$ cat src/rtl/adc_cap_pkg.sv
package adc_cap_pkg;

    typedef enum logic [1:0] {
        ST_IDLE,
        ST_STROBE,
        ST_WAIT,
        ST_SETTLE
    } cap_state_e;

    function automatic int cycles_ceil(input int time_ps, input int clk_ps);
        return (time_ps + clk_ps - 1) / clk_ps;
    endfunction

endpackage

$ cat src/rtl/adc_cap_sat_cnt.sv
module adc_cap_sat_cnt #(
    parameter int W = 8
) (
    input  logic         clk,
    input  logic         rst_n,
    input  logic         clr,
    output logic [W-1:0] count
);
    logic [W-1:0] cnt_d, cnt_q;

    always_comb begin
        if (clr)
            cnt_d = '0;
        else if (&cnt_q)
            cnt_d = cnt_q;
        else
            cnt_d = cnt_q + 1'b1;
    end

    always_ff @(posedge clk or negedge rst_n) begin
        if (!rst_n)
            cnt_q <= '1;
        else
            cnt_q <= cnt_d;
    end

    assign count = cnt_q;
endmodule

$ cat src/rtl/adc_cap_rise.sv
module adc_cap_rise (
    input  logic clk,
    input  logic rst_n,
    input  logic level,
    output logic rise
);
    logic prev_d, prev_q;

    always_comb prev_d = level;

    always_ff @(posedge clk or negedge rst_n) begin
        if (!rst_n)
            prev_q <= 1'b1;
        else
            prev_q <= prev_d;
    end

    assign rise = level && !prev_q;
endmodule

$ cat src/rtl/adc_cap_out.sv
module adc_cap_out #(
    parameter int IN_W  = 14,
    parameter int OUT_W = 16
) (
    input  logic             clk,
    input  logic             rst_n,
    input  logic             capture,
    input  logic [IN_W-1:0]  word,
    input  logic             ready,
    output logic             valid,
    output logic [OUT_W-1:0] data,
    output logic             overrun
);
    typedef struct packed {
        logic             valid;
        logic [OUT_W-1:0] data;
        logic             ovr;
    } out_reg_t;

    out_reg_t r_d, r_q;

    always_comb begin
        r_d     = r_q;
        r_d.ovr = 1'b0;
        if (capture) begin
            r_d.valid = 1'b1;
            r_d.data  = {{(OUT_W-IN_W){word[IN_W-1]}}, word};
            r_d.ovr   = r_q.valid && !ready;
        end else if (r_q.valid && ready) begin
            r_d.valid = 1'b0;
        end
    end

    always_ff @(posedge clk or negedge rst_n) begin
        if (!rst_n)
            r_q <= '0;
        else
            r_q <= r_d;
    end

    assign valid   = r_q.valid;
    assign data    = r_q.data;
    assign overrun = r_q.ovr;
endmodule

$ cat src/rtl/adc_capture_ctrl.sv
module adc_capture_ctrl
    import adc_cap_pkg::*;
#(
    parameter int CLK_PS      = 4000,
    parameter int DATA_W      = 14,
    parameter int OUT_W       = 16,
    parameter int PERIOD_W    = 16,
    parameter int STROBE_PS   = 40000,
    parameter int SETTLE_PS   = 20000,
    parameter int THRU_PS     = 454000,
    parameter int GAP_PS      = 100000,
    parameter int CONV_MAX_PS = 400000,
    parameter int MARGIN_PS   = 100000
) (
    input  logic                clk,
    input  logic                rst_n,
    input  logic                run,
    input  logic [PERIOD_W-1:0] period_cyc,
    input  logic                adc_idle,
    input  logic [DATA_W-1:0]   adc_word,
    output logic                start_n,
    output logic                smp_valid,
    output logic [OUT_W-1:0]    smp_data,
    input  logic                smp_ready,
    output logic                timeout_err,
    output logic                overrun_err
);
    localparam int LOW_CYC        = cycles_ceil(STROBE_PS, CLK_PS);
    localparam int SETTLE_CYC     = cycles_ceil(SETTLE_PS, CLK_PS);
    localparam int MIN_PERIOD_CYC = cycles_ceil(THRU_PS, CLK_PS);
    localparam int GAP_CYC        = cycles_ceil(GAP_PS, CLK_PS);
    localparam int TIMEOUT_CYC    = cycles_ceil(CONV_MAX_PS + MARGIN_PS, CLK_PS);
    localparam int PH_MAX         = (LOW_CYC > SETTLE_CYC) ? LOW_CYC : SETTLE_CYC;
    localparam int PH_W           = $clog2(PH_MAX + 1);
    localparam int TMO_W          = $clog2(TIMEOUT_CYC + 1);
    localparam int GAP_W          = $clog2(GAP_CYC + 1) + 1;

    typedef struct packed {
        cap_state_e       state;
        logic [PH_W-1:0]  phase;
        logic [TMO_W-1:0] tmo;
        logic             got_rise;
        logic             tmo_err;
    } ctrl_t;

    ctrl_t c_d, c_q;

    logic                rise;
    logic                go;
    logic                capture;
    logic                settle_entry;
    logic [PERIOD_W-1:0] eff_period;
    logic [PERIOD_W-1:0] since_start;
    logic [GAP_W-1:0]    since_end;

    adc_cap_rise u_rise (
        .clk   (clk),
        .rst_n (rst_n),
        .level (adc_idle),
        .rise  (rise)
    );

    adc_cap_sat_cnt #(.W(PERIOD_W)) u_since_start (
        .clk   (clk),
        .rst_n (rst_n),
        .clr   (go),
        .count (since_start)
    );

    adc_cap_sat_cnt #(.W(GAP_W)) u_since_end (
        .clk   (clk),
        .rst_n (rst_n),
        .clr   (settle_entry),
        .count (since_end)
    );

    adc_cap_out #(.IN_W(DATA_W), .OUT_W(OUT_W)) u_out (
        .clk     (clk),
        .rst_n   (rst_n),
        .capture (capture),
        .word    (adc_word),
        .ready   (smp_ready),
        .valid   (smp_valid),
        .data    (smp_data),
        .overrun (overrun_err)
    );

    always_comb begin
        eff_period = (period_cyc < PERIOD_W'(MIN_PERIOD_CYC)) ? PERIOD_W'(MIN_PERIOD_CYC) : period_cyc;
        go = (c_q.state == ST_IDLE) && run
             && (since_start >= eff_period - 1'b1)
             && (since_end >= GAP_W'(GAP_CYC));
    end

    always_comb begin
        c_d          = c_q;
        c_d.tmo_err  = 1'b0;
        capture      = 1'b0;
        settle_entry = 1'b0;
        unique case (c_q.state)
            ST_IDLE: begin
                if (go) begin
                    c_d.state    = ST_STROBE;
                    c_d.phase    = '0;
                    c_d.tmo      = '0;
                    c_d.got_rise = 1'b0;
                end
            end
            ST_STROBE: begin
                c_d.tmo   = c_q.tmo + 1'b1;
                c_d.phase = c_q.phase + 1'b1;
                if (rise)
                    c_d.got_rise = 1'b1;
                if (c_q.phase == PH_W'(LOW_CYC - 1)) begin
                    c_d.phase = '0;
                    if (rise || c_q.got_rise) begin
                        c_d.state    = ST_SETTLE;
                        settle_entry = 1'b1;
                    end else begin
                        c_d.state = ST_WAIT;
                    end
                end
            end
            ST_WAIT: begin
                c_d.tmo = c_q.tmo + 1'b1;
                if (rise) begin
                    c_d.state    = ST_SETTLE;
                    c_d.phase    = '0;
                    settle_entry = 1'b1;
                end else if (c_q.tmo == TMO_W'(TIMEOUT_CYC - 1)) begin
                    c_d.state   = ST_IDLE;
                    c_d.tmo_err = 1'b1;
                end
            end
            ST_SETTLE: begin
                c_d.phase = c_q.phase + 1'b1;
                if (c_q.phase == PH_W'(SETTLE_CYC - 1)) begin
                    capture   = 1'b1;
                    c_d.state = ST_IDLE;
                end
            end
            default: c_d.state = ST_IDLE;
        endcase
    end

    always_ff @(posedge clk or negedge rst_n) begin
        if (!rst_n)
            c_q <= '{state: ST_IDLE, phase: '0, tmo: '0, got_rise: 1'b0, tmo_err: 1'b0};
        else
            c_q <= c_d;
    end

    assign start_n     = (c_q.state != ST_STROBE);
    assign timeout_err = c_q.tmo_err;
endmodule

$ cat config.mk
export PLATFORM = sky130hd
export DESIGN_NAME = adc_capture_ctrl
export DESIGN_NICKNAME = d
export VERILOG_FILES = /design/src/rtl/adc_cap_pkg.sv /design/src/rtl/adc_cap_sat_cnt.sv /design/src/rtl/adc_cap_rise.sv /design/src/rtl/adc_cap_out.sv /design/src/rtl/adc_capture_ctrl.sv
export SDC_FILE = /design/constraint.sdc
export NUM_CORES = 1
export LEC_CHECK = 0
export BUFFER_PORTS_ARGS = -buffer_cell sky130_fd_sc_hd__buf_2
export CAP_MARGIN = 20
export CORE_UTILIZATION = 42
export DETAILED_ROUTE_END_ITERATION = 12
export GPL_ROUTABILITY_DRIVEN = 1
export MAX_ROUTING_LAYER = met4
export PLACE_DENSITY = 0.71
export REMOVE_ABC_BUFFERS = 1
export SLEW_MARGIN = 5
export SYNTH_ARGS = -nofsm -noshare
export SYNTH_HDL_FRONTEND = slang
export SYNTH_SLANG_ARGS = --single-unit
$ cat constraint.sdc
create_clock -name clk -period 2.54 [get_ports clk]
set_input_delay 0.254 -clock clk [delete_from_list [all_inputs] [get_ports clk]]
set_output_delay 0.254 -clock clk [all_outputs]
set_load 0.05 [all_outputs]
==> results.txt, run 1 <==
----------------------------------------------------
[Placed design]
  Port buffer count ... 54
  DPL Wire Length ... 5588 um
  Placed Instances ... 544
  Routability congestion estimate ... 0.8155
  Standard cell area after detailed placement ... 0.004080 mm2

[Clocking]
  # clock sinks ... 54
  Max Root-Sink Buffers ... 2
  Root Buffer Master ... sky130_fd_sc_hd__clkbuf_8
  Clock-pin slew reported for the worst setup and hold paths after clock tree synthesis ... 0.09 ns
  TritonCTS clock tree ... yes
  Inserted Clock Buffers ... 5
  Number of H-tree levels ... 2
  Clock latency of the later-clocked register in the worst-skew pair ... 0.31 ns

[STA]
  Post-layout worst setup margin ... -0.9106 ns
  Post-route fraction of the period consumed by the critical path ... 1.359
  Hold Worst Slack ... 0.05877 ns
  Pins Over Slew Limit ... 0
  Unrepaired setup endpoints after global routing ... true
  Final setup violation count ... 30
  Worst-margin pin slew ... 0.7589 ns
  Final hold violations ... 0
  Max-slew headroom at the worst pin ... 0.4914
  Time the final worst path needs with I/O delays and setup ... 3.451 ns
  Clock skew after layout ... 0.01038 ns
  Max frequency ... 0.2898 GHz

[Final layout]
  Layout overhead on the synthesized area ... 31.37%
  Final design instance area without fill ... 0.004474 mm2
  Antenna diode count ... 0
  Nets ... 524
  Cell Count, Final, Fillers Out ... 562
  Layout Utilization ... 0.5760
  Number of fillers in the final layout ... 670
  Fraction of layout instances using a drive strength above 1 ... 0.3696

[Outcome]
  Outcome ... complete, but fails checks
  Failing checks ... setup timing

[Power]
  Peak ir drop on the vdd network ... 0.6363 mV
  Total Power Consumption ... 4.318 mW
  Power per Cell Area ... 965.0 mW/mm2
  Leakage power total ... 2.027 nW

[Yosys]
  Most instantiated flip-flop cell in the synthesis netlist ... sky130_fd_sc_hd__dfrtp_1
  Yosys reg bits ... 54
  Post-synth cell types ... 49
  Synthesized area ... 0.003406 mm2
  Proportion of register bits with asynchronous set or reset after synthesis ... 1.000
  Synth Instances ... 353
  Syn_area_per_cell ... 9.648 um2
  Count of flip-flops with a built-in enable after synthesis ... 0
  Total of warnings raised by yosys ... 0
  Register area share after synthesis ... 0.4052

[Run]
  Reported max-cap violation count ... 0

[Die]
  Placeable core area ... 0.007767 mm2
  Starting density of the core ... 0.4385
  Boundary Pins ... 55
  Die height ... 92.05 um
  Die Outline Area ... 0.008473 mm2
  Die Span X ... 92.05 um
  Num rows ... 32

[Worst setup path]
  Required time of the critical path ... 2.74 ns
  Critical path class ... in -> reg
  Reg2Reg Launch Point ... u_since_start.count[0]
  Critical path data arrival time ... 3.65 ns
  Maximum fanout along the worst path ... 6
  Critical path startpoint category ... input pin
  Type of element capturing the critical path ... flop
  Critical path origin ... period_cyc[13]

[Worst hold path]
  Type of the tightest min-delay check ... in -> reg
  Worst Min Path Start ... adc_idle

[Global routing]
  GRT Total Usage ... 0.1954
  Wire length of the first global-routing pass ... 13,050 um
  Initial antenna violation count ... 0
  Final global-route overflow total ... 0
  Via count of the first global-routing pass ... 3,050
  Largest net degree at the start of global routing ... 31

[Detailed routing]
  WL per Instance ... 13.64 um
  DRT antenna net count ... 0
  Vias after detailed routing ... 2,976
  Iter 0 DRT Violations ... 68
  Number of iterations in the first detailed-routing pass ... 4
  Aggregate routed wire length ... 7666 um
  Number of remaining DRC errors ... 0
  Detail-routed via count per cell ... 5.295

----------------------------------------------------
cell type report:
cell class	instances	area (um2)	share of cell area
multi-input cells	277	2063	0.4611
clock inverters	2	10.01	0.002237
flip-flops and latches	54	1380	0.3084
clock buffers	6	93.84	0.02097
inverters	15	56.30	0.01258
repair buffers	106	743.2	0.1661
well taps	102	127.6	0.02852
path summary, 6_finish.rpt:
kind	endpoint	slack (ns)	cells past startpoint
setup reg to reg	c_q[5]	-0.18	11
setup / recovery	c_q[5]	-0.91	19
hold / removal	u_rise.prev_q	0.06	1
max in group asynchronous	u_since_start.count[7]	1.35	3
min in group asynchronous	timeout_err	0.49	2
hold reg to reg	u_out.data[0]	0.51	1
power breakdown:
part / switching, mW / internal [mW] / leakage (nW)
sequential: 0.374 / 1.31 / 0.624
combinational: 1.21 / 0.894 / 1.35
clock: 0.285 / 0.251 / 0.0561
total: 1.87 / 2.45 / 2.03
Yosys cell counts, types with 4 or more instances:
| cell | count | share of area |
|---|---|---|
| sky130_fd_sc_hd__mux2_2 | 15 | 0.050 |
| sky130_fd_sc_hd__o21ai_0 | 10 | 0.015 |
| sky130_fd_sc_hd__and3_1 | 6 | 0.011 |
| sky130_fd_sc_hd__nand2_1 | 25 | 0.028 |
| sky130_fd_sc_hd__nand4_1 | 6 | 0.011 |
| sky130_fd_sc_hd__xor2_1 | 14 | 0.036 |
| sky130_fd_sc_hd__xnor2_1 | 11 | 0.028 |
| sky130_fd_sc_hd__inv_1 | 15 | 0.017 |
| sky130_fd_sc_hd__ha_1 | 30 | 0.11 |
| sky130_fd_sc_hd__nand3_1 | 23 | 0.034 |
| sky130_fd_sc_hd__o31ai_1 | 5 | 0.011 |
| sky130_fd_sc_hd__dfstp_2 | 23 | 0.18 |
| sky130_fd_sc_hd__a221o_1 | 4 | 0.012 |
| sky130_fd_sc_hd__dfrtp_1 | 31 | 0.23 |
| sky130_fd_sc_hd__nor2_1 | 40 | 0.044 |
| sky130_fd_sc_hd__a21oi_1 | 16 | 0.024 |
| sky130_fd_sc_hd__nand2b_1 | 9 | 0.017 |
| sky130_fd_sc_hd__nor3_1 | 16 | 0.024 |
cell families after synthesis:
| family | after synthesis | synth area share |
|---|---|---|
| DFF | 54 | 0.4052 |
| buffers and inverters | 22 | 0.02792 |
| xor gates and xnor gates | 25 | 0.06429 |
| and+or+nand+nor | 145 | 0.2134 |
| adders and majority gates | 30 | 0.1102 |
| AOI/OAI and AO/OA | 61 | 0.1264 |
| muxes | 16 | 0.05253 |
cell usage in the layout, fill, tap and decap left out, types with 4 or more instances in the layout:
cell type / count
sky130_fd_sc_hd__o21ai_0: 8
sky130_fd_sc_hd__and3_1: 5
sky130_fd_sc_hd__inv_1: 15
sky130_fd_sc_hd__buf_6: 4
sky130_fd_sc_hd__ha_1: 29
sky130_fd_sc_hd__xor2_1: 14
sky130_fd_sc_hd__a21oi_1: 15
sky130_fd_sc_hd__a221o_1: 4
sky130_fd_sc_hd__buf_4: 44
sky130_fd_sc_hd__buf_2: 52
sky130_fd_sc_hd__mux2_2: 15
sky130_fd_sc_hd__dfrtp_1: 31
sky130_fd_sc_hd__nand2_1: 25
sky130_fd_sc_hd__nor2_1: 39
sky130_fd_sc_hd__nand4_1: 6
sky130_fd_sc_hd__xnor2_1: 11
sky130_fd_sc_hd__nand3_1: 23
sky130_fd_sc_hd__nor3_1: 13
sky130_fd_sc_hd__clkbuf_8: 5
sky130_fd_sc_hd__o31ai_1: 5
sky130_fd_sc_hd__nand2b_1: 6
sky130_fd_sc_hd__dfstp_2: 23
critical path, cell delays in order:
cell and delay [ns]:
sky130_fd_sc_hd__buf_8 0.10, sky130_fd_sc_hd__nor4_4 0.29, sky130_fd_sc_hd__and3_4 0.23, sky130_fd_sc_hd__o21a_1 0.13, sky130_fd_sc_hd__nand2b_4 0.14, sky130_fd_sc_hd__ha_4 0.13, sky130_fd_sc_hd__nor4bb_4 0.22, sky130_fd_sc_hd__buf_4 0.18
sky130_fd_sc_hd__nand2b_4 0.07, sky130_fd_sc_hd__nor3_4 0.12, sky130_fd_sc_hd__xnor2_1 0.09, sky130_fd_sc_hd__ha_1 0.31, sky130_fd_sc_hd__nand4_1 0.12, sky130_fd_sc_hd__or2_0 0.21, sky130_fd_sc_hd__o32a_1 0.33, sky130_fd_sc_hd__a31oi_4 0.17
sky130_fd_sc_hd__buf_12 0.15, sky130_fd_sc_hd__a21oi_4 0.05, sky130_fd_sc_hd__a221o_1 0.33
registers in the layout, indices dropped and copies added, names as in the netlist:
register,count
u_out.data,14
u_out.overrun,1
c_q,14
u_since_start.count,16
u_out.valid,1
u_rise.prev_q,1
timeout_err,1
u_since_end.count,6
timing repair:
item	CTS	global route
hold buffers	1	0
hold endpoints to repair	27	0
pin swaps	18	14
endpoints found under the setup margin	30	30
buffers inserted	6	3
cloned	1	0
gates resized for setup	27	11
per-stage QoR:
stage | worst slack, ns | setup TNS, ns
after global routing | -1.106 | -31.67
final | -0.9106 | -25.99
after floorplan | -1.794 | -45.86
after detailed placement | -1.699 | -47.10
after CTS | -1.006 | -27.83
after global placement | -1.546 | -42.93
layer usage:
layer  share of wire  GRT usage  up-vias
met5               0          -        -
met3           0.033    0.02985       10
met2            0.51     0.3483       61
met1            0.44     0.2270     1421
met4           0.011    0.05729        0
li1                -          -     1484
(Power assumes the default switching activity.)
==> inputs of run 2 (changes only) <==
--- a/config.mk
+++ b/config.mk
@@ -11,7 +11,7 @@
 export DETAILED_ROUTE_END_ITERATION = 12
 export GPL_ROUTABILITY_DRIVEN = 1
 export MAX_ROUTING_LAYER = met4
-export PLACE_DENSITY = 0.71
+export PLACE_DENSITY = 0.72
 export REMOVE_ABC_BUFFERS = 1
 export SLEW_MARGIN = 5
 export SYNTH_ARGS = -nofsm -noshare
==> results.txt, run 2 (same netlist as run 1, synthesis figures left out) <==
----------------------------------------------------
[Die]
  Num rows ... 32 (unchanged)
  Starting density of the core ... 0.4385 (unchanged)
  Die height ... 92.05 um (unchanged)
  Boundary Pins ... 55 (unchanged)
  Die Span X ... 92.05 um (unchanged)
  Placeable core area ... 0.007767 mm2 (unchanged)
  Die Outline Area ... 0.008473 mm2 (unchanged)

[Final layout]
  Most common cell after layout, fill and taps aside ... sky130_fd_sc_hd__buf_2
  Number of flip-flops in the largest register ... 16 (unchanged)
  Nets ... 519 (-0.95%)
  Antenna diode count ... 0 (unchanged)
  Layout Utilization ... 0.5640 (-0.01208)
  Fraction of layout instances using a drive strength above 1 ... 0.3538 (-0.01572)
  Number of fillers in the final layout ... 704 (+5.1%)
  Cell Count, Final, Fillers Out ... 557 (-0.89%)
  Most used cells in the layout excluding fill and tap cells ... sky130_fd_sc_hd__buf_2, sky130_fd_sc_hd__buf_4, sky130_fd_sc_hd__nor2_1
  Layout overhead on the synthesized area ... 28.62%

[STA]
  Max-slew headroom at the worst pin ... 0.4616 (-0.02972)
  Final hold violations ... 0 (unchanged)
  Hold Worst Slack ... 0.05777 ns (-0.0009973 ns)
  Final setup violation count ... 30 (unchanged)
  Time the final worst path needs with I/O delays and setup ... 3.469 ns (+0.01884 ns)
  Max frequency ... 0.2882 GHz (-0.54%)
  Unrepaired setup endpoints after global routing ... true
  Post-route fraction of the period consumed by the critical path ... 1.366 (+0.007416)
  Worst-margin pin slew ... 0.8033 ns (+0.04434 ns)
  Clock skew after layout ... 0.01398 ns (+0.003599 ns)
  Summed negative setup slack over all endpoints ... -25.08 ns (+0.9082 ns)
  Pins Over Slew Limit ... 0 (unchanged)
  Post-layout worst setup margin ... -0.9295 ns (-0.01884 ns)

[Detailed routing]
  Vias after detailed routing ... 2,966 (-0.34%)
  Number of iterations in the first detailed-routing pass ... 4 (unchanged)
  DRT antenna net count ... 0 (unchanged)
  WL per Instance ... 13.49 um (-1.1%)
  Number of remaining DRC errors ... 0 (unchanged)
  Aggregate routed wire length ... 7516 um (-2.0%)
  Detail-routed via count per cell ... 5.325 (+0.56%)
  Iter 0 DRT Violations ... 106 (+56%)

[Run]
  Reported max-cap violation count ... 0 (unchanged)

[Clocking]
  Number of H-tree levels ... 2 (unchanged)
  TritonCTS clock tree ... yes
  Clock-pin slew reported for the worst setup and hold paths after clock tree synthesis ... 0.08 ns (about the same)
  # clock sinks ... 54 (unchanged)
  Root Buffer Master ... sky130_fd_sc_hd__clkbuf_8
  Inserted Clock Buffers ... 5 (unchanged)
  Max Root-Sink Buffers ... 2 (unchanged)
  Clock latency of the later-clocked register in the worst-skew pair ... 0.32 ns (about the same)

[Placed design]
  Placed Instances ... 542 (-0.37%)
  Place WS ... -1.699 ns (+0.0004900 ns)
  DPL Wire Length ... 5621 um (+0.59%)
  Port buffer count ... 54 (unchanged)
  Routability congestion estimate ... 0.8088 (-0.82%)

[Global routing]
  Via count of the first global-routing pass ... 2,918 (-4.3%)
  GRT Total Usage ... 0.1919 (-0.003534)
  Initial antenna violation count ... 0 (unchanged)
  Largest net degree at the start of global routing ... 28 (-9.7%)
  Wire length of the first global-routing pass ... 12,900 um (-1.2%)
  Final global-route overflow total ... 0 (unchanged)

[Worst setup path]
  Critical path startpoint category ... input pin
  Register-to-register path setup slack ... 0.02 ns (+0.20 ns)
  Maximum fanout along the worst path ... 5 (-1)
  Type of element capturing the critical path ... flop
  Critical path class ... in -> reg
  Critical path data arrival time ... 3.67 ns (+0.02 ns)
  Worst-case reg-to-reg path depth ... 9 (-2)
  Required time of the critical path ... 2.74 ns (about the same)

[Power]
  Leakage power total ... 1.982 nW (-2.2%)
  Peak ir drop on the vdd network ... 0.5657 mV (-11%)
  Power per Cell Area ... 973.3 mW/mm2 (+0.87%)

[Outcome]
  Failing checks ... setup timing
  Outcome ... complete, but fails checks

[Worst hold path]
  Worst hold stages ... 1 (unchanged)
  Type of the tightest min-delay check ... in -> reg

----------------------------------------------------
[run 2: final cells by class]
| type | instances | area [um2] | share of cell area |
|---|---|---|---|
| Inverter | 15 | 56.30 | 0.01285 |
| Timing Repair Buffer | 101 | 649.4 | 0.1482 |
| Clock inverter | 2 | 38.79 | 0.008855 |
| Sequential cell | 54 | 1380 | 0.3151 |
| Multi-Input combinational cell | 277 | 2056 | 0.4693 |
| Clock buffer | 6 | 72.57 | 0.01657 |
| Tap cell | 102 | 127.6 | 0.02913 |
[run 2: worst paths after layout]
path	startpoint	endpoint
worst max register to register	u_since_start.count[0]	c_q[3]
min in group asynchronous	rst_n	u_out.data[0]
worst min register to register	u_out.data[5]	u_out.data[5]
max in group asynchronous	rst_n	u_since_end.count[0]
worst min-delay path	adc_idle	u_rise.prev_q
worst max-delay path	period_cyc[11]	c_q[11]
[run 2: metrics by stage]
stage	total power [mW]	area [um2]
2_1_floorplan	2.996	3367
5_1_grt	4.595	4380
4_1_cts	4.240	4339
6_report	4.264	4380
3_5_place_dp	3.584	4065
3_3_place_gp	3.508	4065
[run 2: layer usage]
layer  global-route usage  vias up  part of all wire
met5                    -        -                 0
met4              0.05599        0             0.012
met3              0.03068       11             0.032
met2               0.3240       56              0.50
met1               0.2373     1423              0.45
li1                     -     1476                 -
[run 2: where the power goes]
| part | internal (mW) | switching (mW) | total (mW) |
|---|---|---|---|
| registers | 1.31 | 0.380 | 1.69 |
| logic | 0.827 | 1.18 | 2.00 |
| clock network | 0.296 | 0.280 | 0.576 |
| total | 2.43 | 1.83 | 4.26 |
[run 2: critical path: stages]
cell and delay [ns]:
sky130_fd_sc_hd__buf_8 0.10, sky130_fd_sc_hd__nor4_4 0.28, sky130_fd_sc_hd__and3_4 0.23, sky130_fd_sc_hd__o21a_1 0.14, sky130_fd_sc_hd__nand2b_4 0.14, sky130_fd_sc_hd__ha_4 0.13
sky130_fd_sc_hd__nor4bb_4 0.22, sky130_fd_sc_hd__nand3b_1 0.16, sky130_fd_sc_hd__nor4_2 0.22, sky130_fd_sc_hd__xnor2_1 0.12, sky130_fd_sc_hd__ha_1 0.29, sky130_fd_sc_hd__nand4_1 0.12
sky130_fd_sc_hd__or2_0 0.25, sky130_fd_sc_hd__o32a_1 0.32, sky130_fd_sc_hd__a31oi_4 0.25, sky130_fd_sc_hd__o21ai_1 0.17, sky130_fd_sc_hd__a22o_1 0.27
[run 2: timing repair]
action | in CTS | in global routing
resized for setup | 25 | 5
hold buffers | 1 | 0
endpoints found under the hold margin | 16 | 0
gates cloned | 1 | 0
buffers inserted | 2 | 5
pin swaps | 13 | 9
setup endpoints to repair | 30 | 30
==> inputs of run 3 (changes only) <==
--- a/config.mk
+++ b/config.mk
@@ -11,7 +11,7 @@
 export DETAILED_ROUTE_END_ITERATION = 12
 export GPL_ROUTABILITY_DRIVEN = 1
 export MAX_ROUTING_LAYER = met4
-export PLACE_DENSITY = 0.72
+export PLACE_DENSITY = 0.64
 export REMOVE_ABC_BUFFERS = 1
 export SLEW_MARGIN = 5
 export SYNTH_ARGS = -nofsm -noshare
==> results.txt, run 3 (same netlist as run 1, synthesis figures left out) <==
----------------------------------------------------
[Die]
  Die Span X ... 92.05 um (unchanged)
  Die Outline Area ... 0.008473 mm2 (unchanged)
  Boundary Pins ... 55 (unchanged)
  Placeable core area ... 0.007767 mm2 (unchanged)
  Num rows ... 32 (unchanged)
  Die height ... 92.05 um (unchanged)
  Starting density of the core ... 0.4385 (unchanged)

[Detailed routing]
  Detail-routed via count per cell ... 5.246 (-1.5%)
  Number of remaining DRC errors ... 0 (unchanged)
  DRT antenna net count ... 0 (unchanged)
  Iter 0 DRT Violations ... 110 (+3.8%)
  Number of iterations in the first detailed-routing pass ... 4 (unchanged)
  Vias after detailed routing ... 2,948 (-0.61%)
  Aggregate routed wire length ... 7313 um (-2.7%)
  WL per Instance ... 13.01 um (-3.6%)

[Worst setup path]
  Critical path startpoint category ... input pin
  Critical path class ... in -> reg
  Critical path origin ... period_cyc[13]
  Register-to-register path setup slack ... -0.17 ns (-0.19 ns)
  Type of element capturing the critical path ... flop
  Critical path data arrival time ... 3.73 ns (+0.06 ns)
  Reg2Reg Launch Point ... u_since_start.count[0]
  Required time of the critical path ... 2.73 ns (about the same)
  Maximum fanout along the worst path ... 6 (+1)

[STA]
  Pins Over Slew Limit ... 0 (unchanged)
  Clock skew after layout ... 0.01063 ns (-0.003357 ns)
  Worst-margin pin slew ... 0.7763 ns (-0.02703 ns)
  Final setup violation count ... 30 (unchanged)
  Post-layout worst setup margin ... -0.9952 ns (-0.06577 ns)
  Post-route fraction of the period consumed by the critical path ... 1.392 (+0.02589)
  Hold Worst Slack ... 0.05023 ns (-0.007547 ns)
  Max frequency ... 0.2829 GHz (-1.9%)
  Time the final worst path needs with I/O delays and setup ... 3.535 ns (+0.06577 ns)
  Final hold violations ... 0 (unchanged)
  Max-slew headroom at the worst pin ... 0.4798 (+0.01812)
  Unrepaired setup endpoints after global routing ... true

[Global routing]
  Final global-route overflow total ... 0 (unchanged)
  Via count of the first global-routing pass ... 2,875 (-1.5%)
  Wire length of the first global-routing pass ... 12,500 um (-3.1%)
  Largest net degree at the start of global routing ... 21 (-25%)
  GRT Total Usage ... 0.1857 (-0.006209)
  Initial antenna violation count ... 0 (unchanged)

[Power]
  Switching Power ... 1.825 mW (-0.55%)
  Leakage power total ... 2.013 nW (+1.6%)
  Relative contribution of the clock network to total power ... 0.124 (-0.011)
  Power per Cell Area ... 953.0 mW/mm2 (-2.1%)
  Internal Pwr Total ... 2.419 mW (-0.40%)
  Sequential cell fraction of total power ... 0.396 (about the same)
  Peak ir drop on the vdd network ... 0.5665 mV (+0.14%)
  Net switching share of the total power ... 0.4300 (about the same)
  Power share of the combinational group ... 0.479 (+0.009)

[Clocking]
  Max Root-Sink Buffers ... 2 (unchanged)
  Clock latency of the later-clocked register in the worst-skew pair ... 0.31 ns (about the same)
  Number of H-tree levels ... 2 (unchanged)
  # clock sinks ... 54 (unchanged)
  TritonCTS clock tree ... yes
  Inserted Clock Buffers ... 5 (unchanged)
  Root Buffer Master ... sky130_fd_sc_hd__clkbuf_8
  Clock-pin slew reported for the worst setup and hold paths after clock tree synthesis ... 0.10 ns (+0.02 ns)

[Final layout]
  Number of flip-flops in the largest register ... 16 (unchanged)
  Fraction of layout instances using a drive strength above 1 ... 0.3717 (+0.01789)
  Most common cell after layout, fill and taps aside ... sky130_fd_sc_hd__buf_2
  Number of fillers in the final layout ... 679 (-3.6%)
  Layout Utilization ... 0.5733 (+0.009343)
  Most used cells in the layout excluding fill and tap cells ... sky130_fd_sc_hd__buf_2, sky130_fd_sc_hd__buf_4, sky130_fd_sc_hd__nor2_1
  Nets ... 524 (+0.96%)
  Layout overhead on the synthesized area ... 30.75%
  Cell Count, Final, Fillers Out ... 562 (+0.90%)
  Antenna diode count ... 0 (unchanged)
  Final design instance area without fill ... 0.004453 mm2 (+1.7%)

[Placed design]
  Port buffer count ... 54 (unchanged)
  Placed Instances ... 544 (+0.37%)
  Place WS ... -1.659 ns (+0.04039 ns)
  Routability congestion estimate ... 0.8109 (+0.26%)
  DPL Wire Length ... 5324 um (-5.3%)
  Standard cell area after detailed placement ... 0.004080 mm2 (+0.37%)

[Worst hold path]
  Worst Min Path Start ... adc_idle
  Type of the tightest min-delay check ... in -> reg

[Outcome]
  Failing checks ... setup timing
  Outcome ... complete, but fails checks

[Run]
  Reported max-cap violation count ... 0 (unchanged)

----------------------------------------------------
run 3: cell types whose count changed in the layout (fill, tap and decap cells not counted), moves of 2 or more:
cell	change
sky130_fd_sc_hd__nor2_1	-5
sky130_fd_sc_hd__nor2_2	+5
sky130_fd_sc_hd__buf_6	+2
sky130_fd_sc_hd__clkinv_2	+2
sky130_fd_sc_hd__buf_8	+3
run 3: metrics by stage:
stage / power, mW / TNS [ns]
after CTS: 4.245 / -30.07
after global placement: 3.509 / -42.25
after floorplan: 2.996 / -45.86
after global routing: 4.590 / -36.02
final: 4.244 / -28.09
after detailed placement: 3.567 / -45.60
run 3: what timing repair did:
| action | in CTS | in global routing |
|---|---|---|
| pin swaps | 17 | 8 |
| buffers inserted | 6 | 4 |
| gates cloned | 1 | 0 |
| endpoints found under the hold margin | 7 | 0 |
| hold buffers | 1 | 0 |
| resized for setup | 27 | 15 |
| endpoints found under the setup margin | 30 | 30 |
run 3: worst paths after layout:
check / endpoint / cells past startpoint
min in group asynchronous: c_q[12] / 2
setup reg to reg: c_q[3] / 11
hold reg to reg: u_out.valid / 2
hold / removal: u_rise.prev_q / 1
setup / recovery: c_q[8] / 20
max in group asynchronous: u_since_start.count[7] / 3
run 3: per-layer routing:
metal / global-route usage / up-vias / wire length [um]
met1: 0.2274 / 1375 / 3380
met2: 0.3221 / 72 / 3588
met5: - / - / 0
li1: - / 1492 / -
met3: 0.02405 / 9 / 262
met4: 0.05078 / 0 / 82
run 3: critical path: stages:
cell and delay [ns]:
sky130_fd_sc_hd__buf_8 0.10, sky130_fd_sc_hd__nor4_4 0.29, sky130_fd_sc_hd__and3_4 0.23, sky130_fd_sc_hd__o21a_1 0.17
sky130_fd_sc_hd__nand2b_4 0.15, sky130_fd_sc_hd__ha_4 0.13, sky130_fd_sc_hd__nor4bb_4 0.18, sky130_fd_sc_hd__buf_4 0.15
sky130_fd_sc_hd__buf_4 0.11, sky130_fd_sc_hd__nand2b_4 0.05, sky130_fd_sc_hd__nor3_1 0.18, sky130_fd_sc_hd__xnor2_1 0.10
sky130_fd_sc_hd__ha_1 0.27, sky130_fd_sc_hd__nand4_1 0.11, sky130_fd_sc_hd__or2_0 0.23, sky130_fd_sc_hd__o32a_1 0.32
sky130_fd_sc_hd__a31oi_4 0.17, sky130_fd_sc_hd__buf_12 0.14, sky130_fd_sc_hd__a21oi_4 0.05, sky130_fd_sc_hd__a221o_1 0.34
run 3: power groups by stage:
stage,combinational [mW],sequential [mW],clock [mW]
global route,2.28,1.74,0.575
CTS,2.02,1.67,0.556
detailed placement,1.89,1.68,0
finish,2.03,1.68,0.528
floorplan,1.17,1.83,0
global placement,1.84,1.67,0
run 3: final cells by class:
class                      count  area [um2]  share of cell area
timing repair buffer         106       729.5              0.1638
multi-input combinational    277        2056              0.4616
clock buffer                   6       93.84             0.02107
sequential                    54        1380              0.3099
clock inverter                 2       10.01            0.002248
tap                          102       127.6             0.02866
inverter                      15       56.30             0.01264
